`config.mk`:
```
export PLATFORM = sky130hd
export DESIGN_NAME = cordic_polar
export DESIGN_NICKNAME = d
export VERILOG_FILES = /design/src/rtl/cordic_pkg.sv /design/src/rtl/cordic_pre.sv /design/src/rtl/cordic_stage.sv /design/src/rtl/cordic_post.sv /design/src/rtl/cordic_polar.sv
export SDC_FILE = /design/constraint.sdc
export NUM_CORES = 2
export LEC_CHECK = 0
export ABC_AREA = 0
export BUFFER_PORTS_ARGS = -buffer_cell sky130_fd_sc_hd__buf_2
export CAP_MARGIN = 25
export CORE_UTILIZATION = 29
export CTS_CLUSTER_DIAMETER = 120
export DETAILED_ROUTE_END_ITERATION = 8
export SETUP_SLACK_MARGIN = 0.4
export SYNTH_ARGS = -nofsm -noshare
export SYNTH_HDL_FRONTEND = slang
export SYNTH_SLANG_ARGS = --single-unit
```
`constraint.sdc`:
```
create_clock -name clk_i -period 5.3 [get_ports clk_i]
set_input_delay 0.795 -clock clk_i [delete_from_list [all_inputs] [get_ports clk_i]]
set_output_delay 0.795 -clock clk_i [all_outputs]
set_load 0.01 [all_outputs]
```
`src/rtl/cordic_pkg.sv`:
```
package cordic_pkg;

  // atan(2^-i) scaled so that 2^23 represents pi
  function automatic logic [31:0] atan_pi23(input int i);
    case (i)
      0:  return 32'd2097152;
      1:  return 32'd1238022;
      2:  return 32'd654136;
      3:  return 32'd332050;
      4:  return 32'd166669;
      5:  return 32'd83415;
      6:  return 32'd41718;
      7:  return 32'd20860;
      8:  return 32'd10430;
      9:  return 32'd5215;
      10: return 32'd2608;
      11: return 32'd1304;
      12: return 32'd652;
      13: return 32'd326;
      14: return 32'd163;
      15: return 32'd81;
      16: return 32'd41;
      17: return 32'd20;
      18: return 32'd10;
      19: return 32'd5;
      20: return 32'd3;
      21: return 32'd1;
      22: return 32'd1;
      default: return 32'd0;
    endcase
  endfunction

  // rescale table entry to an accumulator where 2^(zw-1) represents pi
  function automatic logic [31:0] atan_step(input int i, input int zw);
    logic [31:0] v;
    v = atan_pi23(i);
    if (zw - 1 <= 23) return v >> (23 - (zw - 1));
    else              return v << ((zw - 1) - 23);
  endfunction

endpackage

```
`src/rtl/cordic_pre.sv`:
```
module cordic_pre #(
  parameter int DATA_W = 16,
  parameter int FG_W   = 8,
  parameter int W      = 26
) (
  input  logic                     clk_i,
  input  logic                     rst_ni,
  input  logic                     valid_i,
  input  logic [DATA_W-1:0]        x_i,
  input  logic [DATA_W-1:0]        y_i,
  output logic                     vld_o,
  output logic                     half_o,
  output logic signed [W-1:0]      x_o,
  output logic signed [W-1:0]      y_o
);
  localparam int EXT_W = W - DATA_W - FG_W;

  logic signed [W-1:0] x_ext, y_ext;
  logic                neg_x;

  assign x_ext = {{EXT_W{x_i[DATA_W-1]}}, x_i, {FG_W{1'b0}}};
  assign y_ext = {{EXT_W{y_i[DATA_W-1]}}, y_i, {FG_W{1'b0}}};
  assign neg_x = x_i[DATA_W-1];

  // mirror left half-plane through the origin
  always_ff @(posedge clk_i or negedge rst_ni) begin
    if (!rst_ni) begin
      vld_o  <= 1'b0;
      half_o <= 1'b0;
      x_o    <= '0;
      y_o    <= '0;
    end else begin
      vld_o  <= valid_i;
      half_o <= neg_x;
      x_o    <= neg_x ? -x_ext : x_ext;
      y_o    <= neg_x ? -y_ext : y_ext;
    end
  end

  AST_FOLD_RIGHT: assert property (@(posedge clk_i) disable iff (!rst_ni)
    vld_o |-> !x_o[W-1]);
  AST_ZERO_PASS: assert property (@(posedge clk_i) disable iff (!rst_ni)
    (valid_i && x_i == '0 && y_i == '0) |=> (x_o == '0 && y_o == '0));

endmodule

```
`src/rtl/cordic_stage.sv`:
```
module cordic_stage #(
  parameter int W     = 26,
  parameter int ZW    = 24,
  parameter int SHIFT = 0
) (
  input  logic                 clk_i,
  input  logic                 rst_ni,
  input  logic                 vld_i,
  input  logic                 half_i,
  input  logic signed [W-1:0]  x_i,
  input  logic signed [W-1:0]  y_i,
  input  logic signed [ZW-1:0] z_i,
  output logic                 vld_o,
  output logic                 half_o,
  output logic signed [W-1:0]  x_o,
  output logic signed [W-1:0]  y_o,
  output logic signed [ZW-1:0] z_o
);
  localparam logic signed [ZW-1:0] STEP = ZW'(cordic_pkg::atan_step(SHIFT, ZW));

  logic signed [W-1:0] x_sh, y_sh;
  assign x_sh = x_i >>> SHIFT;
  assign y_sh = y_i >>> SHIFT;

  always_ff @(posedge clk_i or negedge rst_ni) begin
    if (!rst_ni) begin
      vld_o  <= 1'b0;
      half_o <= 1'b0;
      x_o    <= '0;
      y_o    <= '0;
      z_o    <= '0;
    end else begin
      vld_o  <= vld_i;
      half_o <= half_i;
      if (!y_i[W-1]) begin
        x_o <= x_i + y_sh;
        y_o <= y_i - x_sh;
        z_o <= z_i + STEP;
      end else begin
        x_o <= x_i - y_sh;
        y_o <= y_i + x_sh;
        z_o <= z_i - STEP;
      end
    end
  end

  AST_X_NONNEG: assert property (@(posedge clk_i) disable iff (!rst_ni)
    vld_o |-> !x_o[W-1]);

endmodule

```
`src/rtl/cordic_post.sv`:
```
module cordic_post #(
  parameter int W      = 26,
  parameter int ZW     = 24,
  parameter int GUARD  = 4,
  parameter int MAG_W  = 20,
  parameter int ANG_W  = 16
) (
  input  logic                 clk_i,
  input  logic                 rst_ni,
  input  logic                 vld_i,
  input  logic                 half_i,
  input  logic signed [W-1:0]  x_i,
  input  logic signed [ZW-1:0] z_i,
  output logic                 valid_o,
  output logic [MAG_W-1:0]     mag_o,
  output logic [ANG_W-1:0]     ang_o
);
  localparam int               RW      = W - GUARD;
  localparam logic [ZW-1:0]    PI_Z    = {1'b1, {(ZW-1){1'b0}}};
  localparam logic [ZW-1:0]    ANG_RND = ZW'(1) << (ZW - ANG_W - 1);
  localparam logic [W-1:0]     MAG_RND = W'(1) << (GUARD - 1);

  logic [ZW-1:0] z_full, z_rnd;
  logic [W-1:0]  x_rnd;
  logic [RW-1:0] mag_wide;
  logic          ovf;

  // adding pi equals subtracting pi modulo a full turn
  assign z_full   = half_i ? (z_i + PI_Z) : z_i;
  assign z_rnd    = z_full + ANG_RND;
  assign x_rnd    = x_i + MAG_RND;
  assign mag_wide = x_rnd[W-1:GUARD];
  assign ovf      = |mag_wide[RW-1:MAG_W];

  always_ff @(posedge clk_i or negedge rst_ni) begin
    if (!rst_ni) begin
      valid_o <= 1'b0;
      mag_o   <= '0;
      ang_o   <= '0;
    end else begin
      valid_o <= vld_i;
      mag_o   <= ovf ? {MAG_W{1'b1}} : mag_wide[MAG_W-1:0];
      ang_o   <= z_rnd[ZW-1 -: ANG_W];
    end
  end

  AST_VALID_FOLLOWS: assert property (@(posedge clk_i) disable iff (!rst_ni)
    vld_i |=> valid_o);

endmodule

```
`src/rtl/cordic_polar.sv`:
```
module cordic_polar #(
  parameter int DATA_W = 16,
  parameter int FRAC_W = 4,
  parameter int GUARD  = 4,
  parameter int STAGES = 16,
  parameter int ANG_W  = 16
) (
  input  logic                      clk_i,
  input  logic                      rst_ni,
  input  logic                      valid_i,
  input  logic [DATA_W-1:0]         x_i,
  input  logic [DATA_W-1:0]         y_i,
  output logic                      valid_o,
  output logic [DATA_W+FRAC_W-1:0]  mag_o,
  output logic [ANG_W-1:0]          ang_o
);
  localparam int FG_W  = FRAC_W + GUARD;
  localparam int W     = DATA_W + 2 + FG_W;
  localparam int ZW    = ANG_W + 8;
  localparam int MAG_W = DATA_W + FRAC_W;
  localparam int LAT   = STAGES + 2;
  localparam int CW    = $clog2(LAT + 2) + 1;

  logic                 vld_s  [STAGES+1];
  logic                 half_s [STAGES+1];
  logic signed [W-1:0]  x_s    [STAGES+1];
  logic signed [W-1:0]  y_s    [STAGES+1];
  logic signed [ZW-1:0] z_s    [STAGES+1];

  cordic_pre #(.DATA_W(DATA_W), .FG_W(FG_W), .W(W)) u_pre (
    .clk_i (clk_i), .rst_ni(rst_ni), .valid_i(valid_i),
    .x_i   (x_i),   .y_i   (y_i),
    .vld_o (vld_s[0]), .half_o(half_s[0]), .x_o(x_s[0]), .y_o(y_s[0])
  );
  assign z_s[0] = '0;

  for (genvar g = 0; g < STAGES; g++) begin : g_stage
    cordic_stage #(.W(W), .ZW(ZW), .SHIFT(g)) u_stage (
      .clk_i (clk_i),      .rst_ni(rst_ni),
      .vld_i (vld_s[g]),   .half_i(half_s[g]),
      .x_i   (x_s[g]),     .y_i   (y_s[g]),   .z_i(z_s[g]),
      .vld_o (vld_s[g+1]), .half_o(half_s[g+1]),
      .x_o   (x_s[g+1]),   .y_o   (y_s[g+1]), .z_o(z_s[g+1])
    );
  end

  cordic_post #(.W(W), .ZW(ZW), .GUARD(GUARD), .MAG_W(MAG_W), .ANG_W(ANG_W)) u_post (
    .clk_i  (clk_i),          .rst_ni(rst_ni),
    .vld_i  (vld_s[STAGES]),  .half_i(half_s[STAGES]),
    .x_i    (x_s[STAGES]),    .z_i   (z_s[STAGES]),
    .valid_o(valid_o),        .mag_o (mag_o), .ang_o(ang_o)
  );

  // checker state: cycles since the last accepted sample, saturating
  logic [CW-1:0] idle_cnt;
  always_ff @(posedge clk_i or negedge rst_ni) begin
    if (!rst_ni)                     idle_cnt <= CW'(LAT + 1);
    else if (valid_i)                idle_cnt <= '0;
    else if (idle_cnt < CW'(LAT + 1)) idle_cnt <= idle_cnt + 1'b1;
  end

  AST_IDLE_QUIET: assert property (@(posedge clk_i) disable iff (!rst_ni)
    (idle_cnt > CW'(LAT)) |-> !valid_o);
  AST_TABLE_FITS: assert property (@(posedge clk_i) disable iff (!rst_ni)
    valid_i |-> (STAGES <= 23));

endmodule

```
# Word level (Yosys, flattened, before mapping)
# Cells that the tools add are included.
# Widths: inputs -> output; s select.
op_classes:
  addsub: 96
  muxes: 51
  n_reduce_logical: 1
ops:
  columns: ["op", "n"]
  rows:
  - ["$mux 26", 33]
  - ["$mux 24", 17]
  - ["$add 26x12->26", 2]
  - ["$add 26x13->26", 2]
  - ["$add 26x14->26", 2]
  - ["$add 26x15->26", 2]
  - ["$add 26x16->26", 2]
  - ["$add 26x17->26", 2]
  - ["$add 26x18->26", 2]
  - ["$add 26x19->26", 2]
  - ["$add 26x20->26", 2]
  - ["$add 26x21->26", 2]
  - ["$add 26x22->26", 2]
  - ["$add 26x23->26", 2]
  - ["$add 26x24->26", 2]
  - ["$add 26x25->26", 2]
  - ["$neg 24->26", 2]
  - ["$sub 26x12->26", 2]
  - ["$sub 26x13->26", 2]
  - ["$sub 26x14->26", 2]
  - ["$sub 26x15->26", 2]
  - ["$sub 26x16->26", 2]
  - ["$sub 26x17->26", 2]
  - ["$sub 26x18->26", 2]
  - ["45 further kinds", 54]
totals:
  wordCells: 234
  reg_bits: 1313
  out_inout_bits: 37

# Depth between registers and ports, before layout
depth:
  depth_word: 3
  mapped_depth: 18

# Cells and area by module
# From an unflattened synthesis, not the netlist that was laid out.
hier_totals:
  hier_cells: 12021
  hier_area_um2: 106614.8
by_module_without_submodules:
  columns: ["mod", "cells_per_inst", "instances", "seq_area_each_um2", "area_each_um2"]
  rows:
  - ["cordic_stage at g_stage[3].u_stage", 818, 1, 1951.9, 6905.4]
  - ["cordic_stage at g_stage[5].u_stage", 770, 1, 1951.9, 6762.7]
  - ["cordic_stage at g_stage[4].u_stage", 762, 1, 1951.9, 6660.1]
  - ["cordic_stage at g_stage[6].u_stage", 754, 1, 1951.9, 6593.8]
  - ["cordic_stage at g_stage[1].u_stage", 764, 1, 1951.9, 6592.6]
  - ["cordic_stage at g_stage[14].u_stage", 730, 1, 1951.9, 6531.3]
  - ["cordic_stage at g_stage[0].u_stage", 767, 1, 1926.8, 6502.5]
  - ["cordic_stage at g_stage[2].u_stage", 719, 1, 1951.9, 6388.6]
  - ["cordic_stage at g_stage[7].u_stage", 721, 1, 1951.9, 6357.3]
  - ["cordic_stage at g_stage[10].u_stage", 727, 1, 1951.9, 6338.6]
  - ["cordic_stage at g_stage[15].u_stage", 711, 1, 1951.9, 6334.8]
  - ["cordic_stage at g_stage[8].u_stage", 721, 1, 1951.9, 6331.1]
  - ["cordic_stage at g_stage[12].u_stage", 695, 1, 1951.9, 6224.7]
  - ["cordic_stage at g_stage[9].u_stage", 679, 1, 1951.9, 6182.2]
  - ["5 more rows", null, null, null, null]

# Worst setup path before layout
# Ideal clock, no wire load.
synth_timing:
  kind: "register to register"
  from: "register g_stage[8].u_stage.y_o[25]"
  to: "register g_stage[9].u_stage.x_o[24]"
  synth_period_minus_slack_ps: 4047
  setup_time_ps: 138
  path_buffers: 2
  required_ps: 5162
  slack_ps: 1253
  path_stages_with_launch: 15
  arrival_ps: 3909
  path_cell_list: "dfrtp_1 -> clkbuf_1 -> buf_1 -> mux2i_1 -> inv_1 -> fa_1 -> nand2b_1 -> a21boi_0 -> a311oi_1 -> a211o_1 -> a31o_2 -> o21ai_2 -> a21oi_1 -> o2111ai_1 -> or4b_1"
synth_between:
  elab_chain_cells: 2
synth_rtl:
  columns: ["element", "line_no", "rtl"]
  rows:
  - ["from (decl)", "cordic_stage.sv:16", "output logic signed [W-1:0] y_o,"]
  - ["from (signal assigned)", "cordic_stage.sv:37", "y_o <= y_i - x_sh;"]
  - ["from (signal assigned)", "cordic_stage.sv:41", "y_o <= y_i + x_sh;"]
  - ["$add 26x17->26 or $sub 26x17->26 (tied branches)", "cordic_stage.sv:36, cordic_stage.sv:40", null]
  - ["$mux 26 (*)", "cordic_stage.sv:35", "if (!y_i[W-1]) begin"]
  - ["to (signal assigned)", "cordic_stage.sv:36", "x_o <= x_i + y_sh;"]
  - ["to (signal assigned)", "cordic_stage.sv:40", "x_o <= x_i - y_sh;"]
  - ["to (decl)", "cordic_stage.sv:15", "output logic signed [W-1:0] x_o,"]
# Mark *: on every way between the ends. The rest lies on a longest branch, timed or not.

# Worst setup path after layout
layout_timing:
  from: "register g_stage[8].u_stage.x_o[11]"
  to: "register g_stage[9].u_stage.y_o[24]"
layout_between:
  elab_chain_cells: 2
layout_rtl:
  columns: ["element", "line_no"]
  rows:
  - ["from (decl)", "cordic_stage.sv:15"]
  - ["from (signal assigned)", "cordic_stage.sv:36"]
  - ["from (signal assigned)", "cordic_stage.sv:40"]
  - ["$sub 26x17->26 or $add 26x17->26 (tied branches)", "cordic_stage.sv:37, cordic_stage.sv:41"]
  - ["$mux 26 (*)", "cordic_stage.sv:35"]
  - ["to (signal assigned)", "cordic_stage.sv:37"]
  - ["to (signal assigned)", "cordic_stage.sv:41"]
  - ["to (decl)", "cordic_stage.sv:16"]
# Marked as above.

==> flow_summary_export.csv <==
group,metric,value,unit
clocking,cts_buffers,142,
detailed_routing,via_per_inst,4.94,
sta,slew_viol_final,0,
logic_synthesis,yosys_register_bits,1180,
final_layout,area_delta_synth_final,11.3,%
run_status,run_status,"completed",
logic_synthesis,yosysWarnings,0,
min_path,hp-class,"in -> reg",
sta,tightest_slew,983,ps
floorplan,die_width,556,um
logic_synthesis,synthDistinctLibCells,87,
global_route,grt_max_degree,169,
floorplan,core,304000,um^2
final_layout,fin_nets,11000,
worst_setup_path,crit_fanout,5,
logic_synthesis,synth-edff-count,0,
sta,max-slew-margin-rel,34.0,%
sta,final.min_clock_period,4520,ps
logic_synthesis,async_reset_ff_share,100,%
place,dp_cells,13800,
worst_setup_path,required,5920,ps
clocking,clockBufferDepth,4,
detailed_routing,drtIter0Drc,3994,
clocking,insertion_delay,790,ps
place,numPortBuffers,71,
job,cap_violations,0,
detailed_routing,drt-total-wl,218000,um
global_route,antenna_found_initial,2,
detailed_routing,ant_nets,0,
final_layout,multi_input_comb_area,57000,um^2
final_layout,n_fill_cell,31500,
floorplan,start_util,29.3,%
global_route,grt_pass1_wl,353000,um
final_layout,final_cell_mix,"dfrtp_1 (1174), ha_1 (1064), nor2_1 (909)",
worst_setup_path,crit_top_cell,"nor2_1",
detailed_routing,detail_route.first_pass.iterations,6,
floorplan,row_count,202,
worst_setup_path,critPathSlowestCell,"nor4b_1",
worst_setup_path,crit_type,"reg -> reg",
clocking,clk_transition_reported_paths,60,ps
final_layout,final_cell_area,99000,um^2
worst_setup_path,max_stage_delay,790,ps
floorplan,io_pins,72,
sta,setup_violations,0,
logic_synthesis,synth_seq_area_share,33.2,%
sta,final_hold_viol_count,0,
final_layout,seqCellArea,29500,um^2
detailed_routing,vias,69400,
logic_synthesis,ys.flop_type,"dfrtp_1",
clocking,cts.htree.levels,4,
final_layout,final_common_cell,"dfrtp_1",
sta,tns,0,ps
clocking,root_buffer,"clkbuf_16",
clocking,cts_tree,"built",
worst_setup_path,end_kind,"register",
clocking,clock-sinks,1180,
logic_synthesis,synthesis.area,88900,um^2
detailed_routing,post-route-drc-count,0,
logic_synthesis,avgSynthCellArea,9.12,um^2
place,dpl.hpwl,173000,um
place,gp_congestion,0.908,
detailed_routing,avgRoutedWirePerCell,15.5,um
worst_setup_path,path_cells,"nor2_1, nor4b_1, nor2_1, xnor2_1, ha_1, o21a_1, o2111ai_1, nand2b_1, a311oi_1, a41o_1, o41ai_1, o2111a_1, o21bai_1, xor2_1",
global_route,grt_usage,13.8,%
sta,fin_crit_sh,85.3,%
final_layout,layout-drive-gt1-share,4.70,%
final_layout,instances_no_fill,14100,
worst_setup_path,cp.arrival,5140,ps
sta,finalClockSkew,58.3,ps
worst_setup_path,critPathLaunchType,"register",
global_route,grt.overflow.total,0,
floorplan,die_h,556,um
place,place_area,94400,um^2
global_route,grt_pass1_vias,67400,
sta,rsz0062_at_grt,"false",
logic_synthesis,syn_inst,9752,
floorplan,dieArea,309000,um^2
sta,clock.fmax,221,MHz
## final timing paths
kind / from / slack, ps / cells after the start / end
worst max register to register: g_stage[8].u_stage.x_o[11]$_DFF_PN0_ / 780 / 14 / g_stage[9].u_stage.y_o[24]$_DFF_PN0_
min in group asynchronous: rst_ni / 550 / 2 / u_post.ang_o[15]$_DFF_PN0_
worst max-delay path: g_stage[8].u_stage.x_o[11]$_DFF_PN0_ / 780 / 14 / g_stage[9].u_stage.y_o[24]$_DFF_PN0_
worst min register to register: g_stage[11].u_stage.z_o[0]$_DFF_PN0_ / 330 / 0 / g_stage[12].u_stage.z_o[0]$_DFF_PN0_
max in group asynchronous: rst_ni / 3330 / 3 / g_stage[2].u_stage.y_o[25]$_DFF_PN0_
worst min-delay path: valid_i / 170 / 1 / u_pre.vld_o$_DFF_PN0_
## timing repair
action	4_1_cts	5_1_grt
hold endpoints to repair	42	0
setup buffers	0	0
resized for setup	0	1
hold buffers	1	0
endpoints found under the setup margin	0	1
## sequential cells by signal (all words and copies together), names as in the netlist
signal	cells
u_post.ang_o	16
g_stage.u_stage.vld_o	16
g_stage.u_stage.x_o	387
g_stage.u_stage.half_o	16
u_pre.vld_o	1
u_pre.x_o	18
g_stage.u_stage.y_o	353
u_post.valid_o	1
u_pre.half_o	1
g_stage.u_stage.z_o	333
u_pre.y_o	18
u_post.mag_o	20
## synthesized netlist by cell type, drive strengths merged, types with 41 or more instances
master,count,area (um^2)
nor3,331,1660
xor2,465,4070
nor2,909,3410
o31ai,53,398
xnor2,892,7810
inv,488,1830
nand2,526,1970
dfrtp,1180,29500
o21ai,399,2000
nand4,73,457
nor2b,182,1150
a31oi,125,782
o21bai,129,968
fa,41,821
o21a,140,1050
and3,141,882
a211oi,74,561
clkbuf,114,429
a21o,328,2460
and2,67,419
ha,1064,13300
nor4,68,425
or3,79,494
o211ai,61,458
nand3,188,941
nand2b,112,701
a21oi,881,4410
## logic make-up (layout without fill, tap and decap cells)
group,Yosys count,count (layout),share of synthesized area [%]
simple gates,2824,2824,15.4
buf+inv,643,863,2.72
compound gates,2571,2571,18.6
fa+ha+maj,1105,1105,15.9
mux,70,70,0.840
flops,1180,1180,33.2
other cells,2,5,0.00845
xor+xnor,1357,1357,13.4
## per-stage QoR
| stage | util (%) | setup slack [ps] | hold slack (ps) |
|---|---|---|---|
| final | 32.6 | 781 | 172 |
| after global placement | 31.1 | 888 | 332 |
| after detailed placement | 31.1 | 882 | 335 |
| after CTS | 32.6 | 838 | 104 |
| after global routing | 32.6 | 432 | 112 |
| after floorplan | - | 1250 | 331 |
## area by class of cell
| cell class | count | area share [%] |
|---|---|---|
| clock inverters | 50 | 0.576 |
| diodes | 2 | 0.00506 |
| clock buffers | 191 | 4.07 |
| well taps | 4080 | 5.16 |
| multi-input cells | 7930 | 57.6 |
| repair buffers | 133 | 0.923 |
| inverters | 489 | 1.85 |
| flip-flops and latches | 1180 | 29.8 |
## worst max-delay path: cells and delay by family, from the launching register on
kind,cells,cell delay (ps)
xor+xnor,2,370
simple gates,4,1290
flops,1,450
compound gates,7,1940
fa+ha+maj,1,300
## metal layers
| layer | vias to the layer above | wire length [um] | global-route usage [%] |
|---|---|---|---|
| li1 | 35100 | - | - |
| met1 | 32700 | 96300 | 17.1 |
| met2 | 1160 | 107000 | 24.7 |
| met3 | 359 | 7740 | 1.72 |
| met4 | 0 | 6910 | 4.59 |
| met5 | - | 0 | 0 |
Power is not shown: default switching activity piles up to over one toggle a cycle in this logic, so the estimate is an artifact.
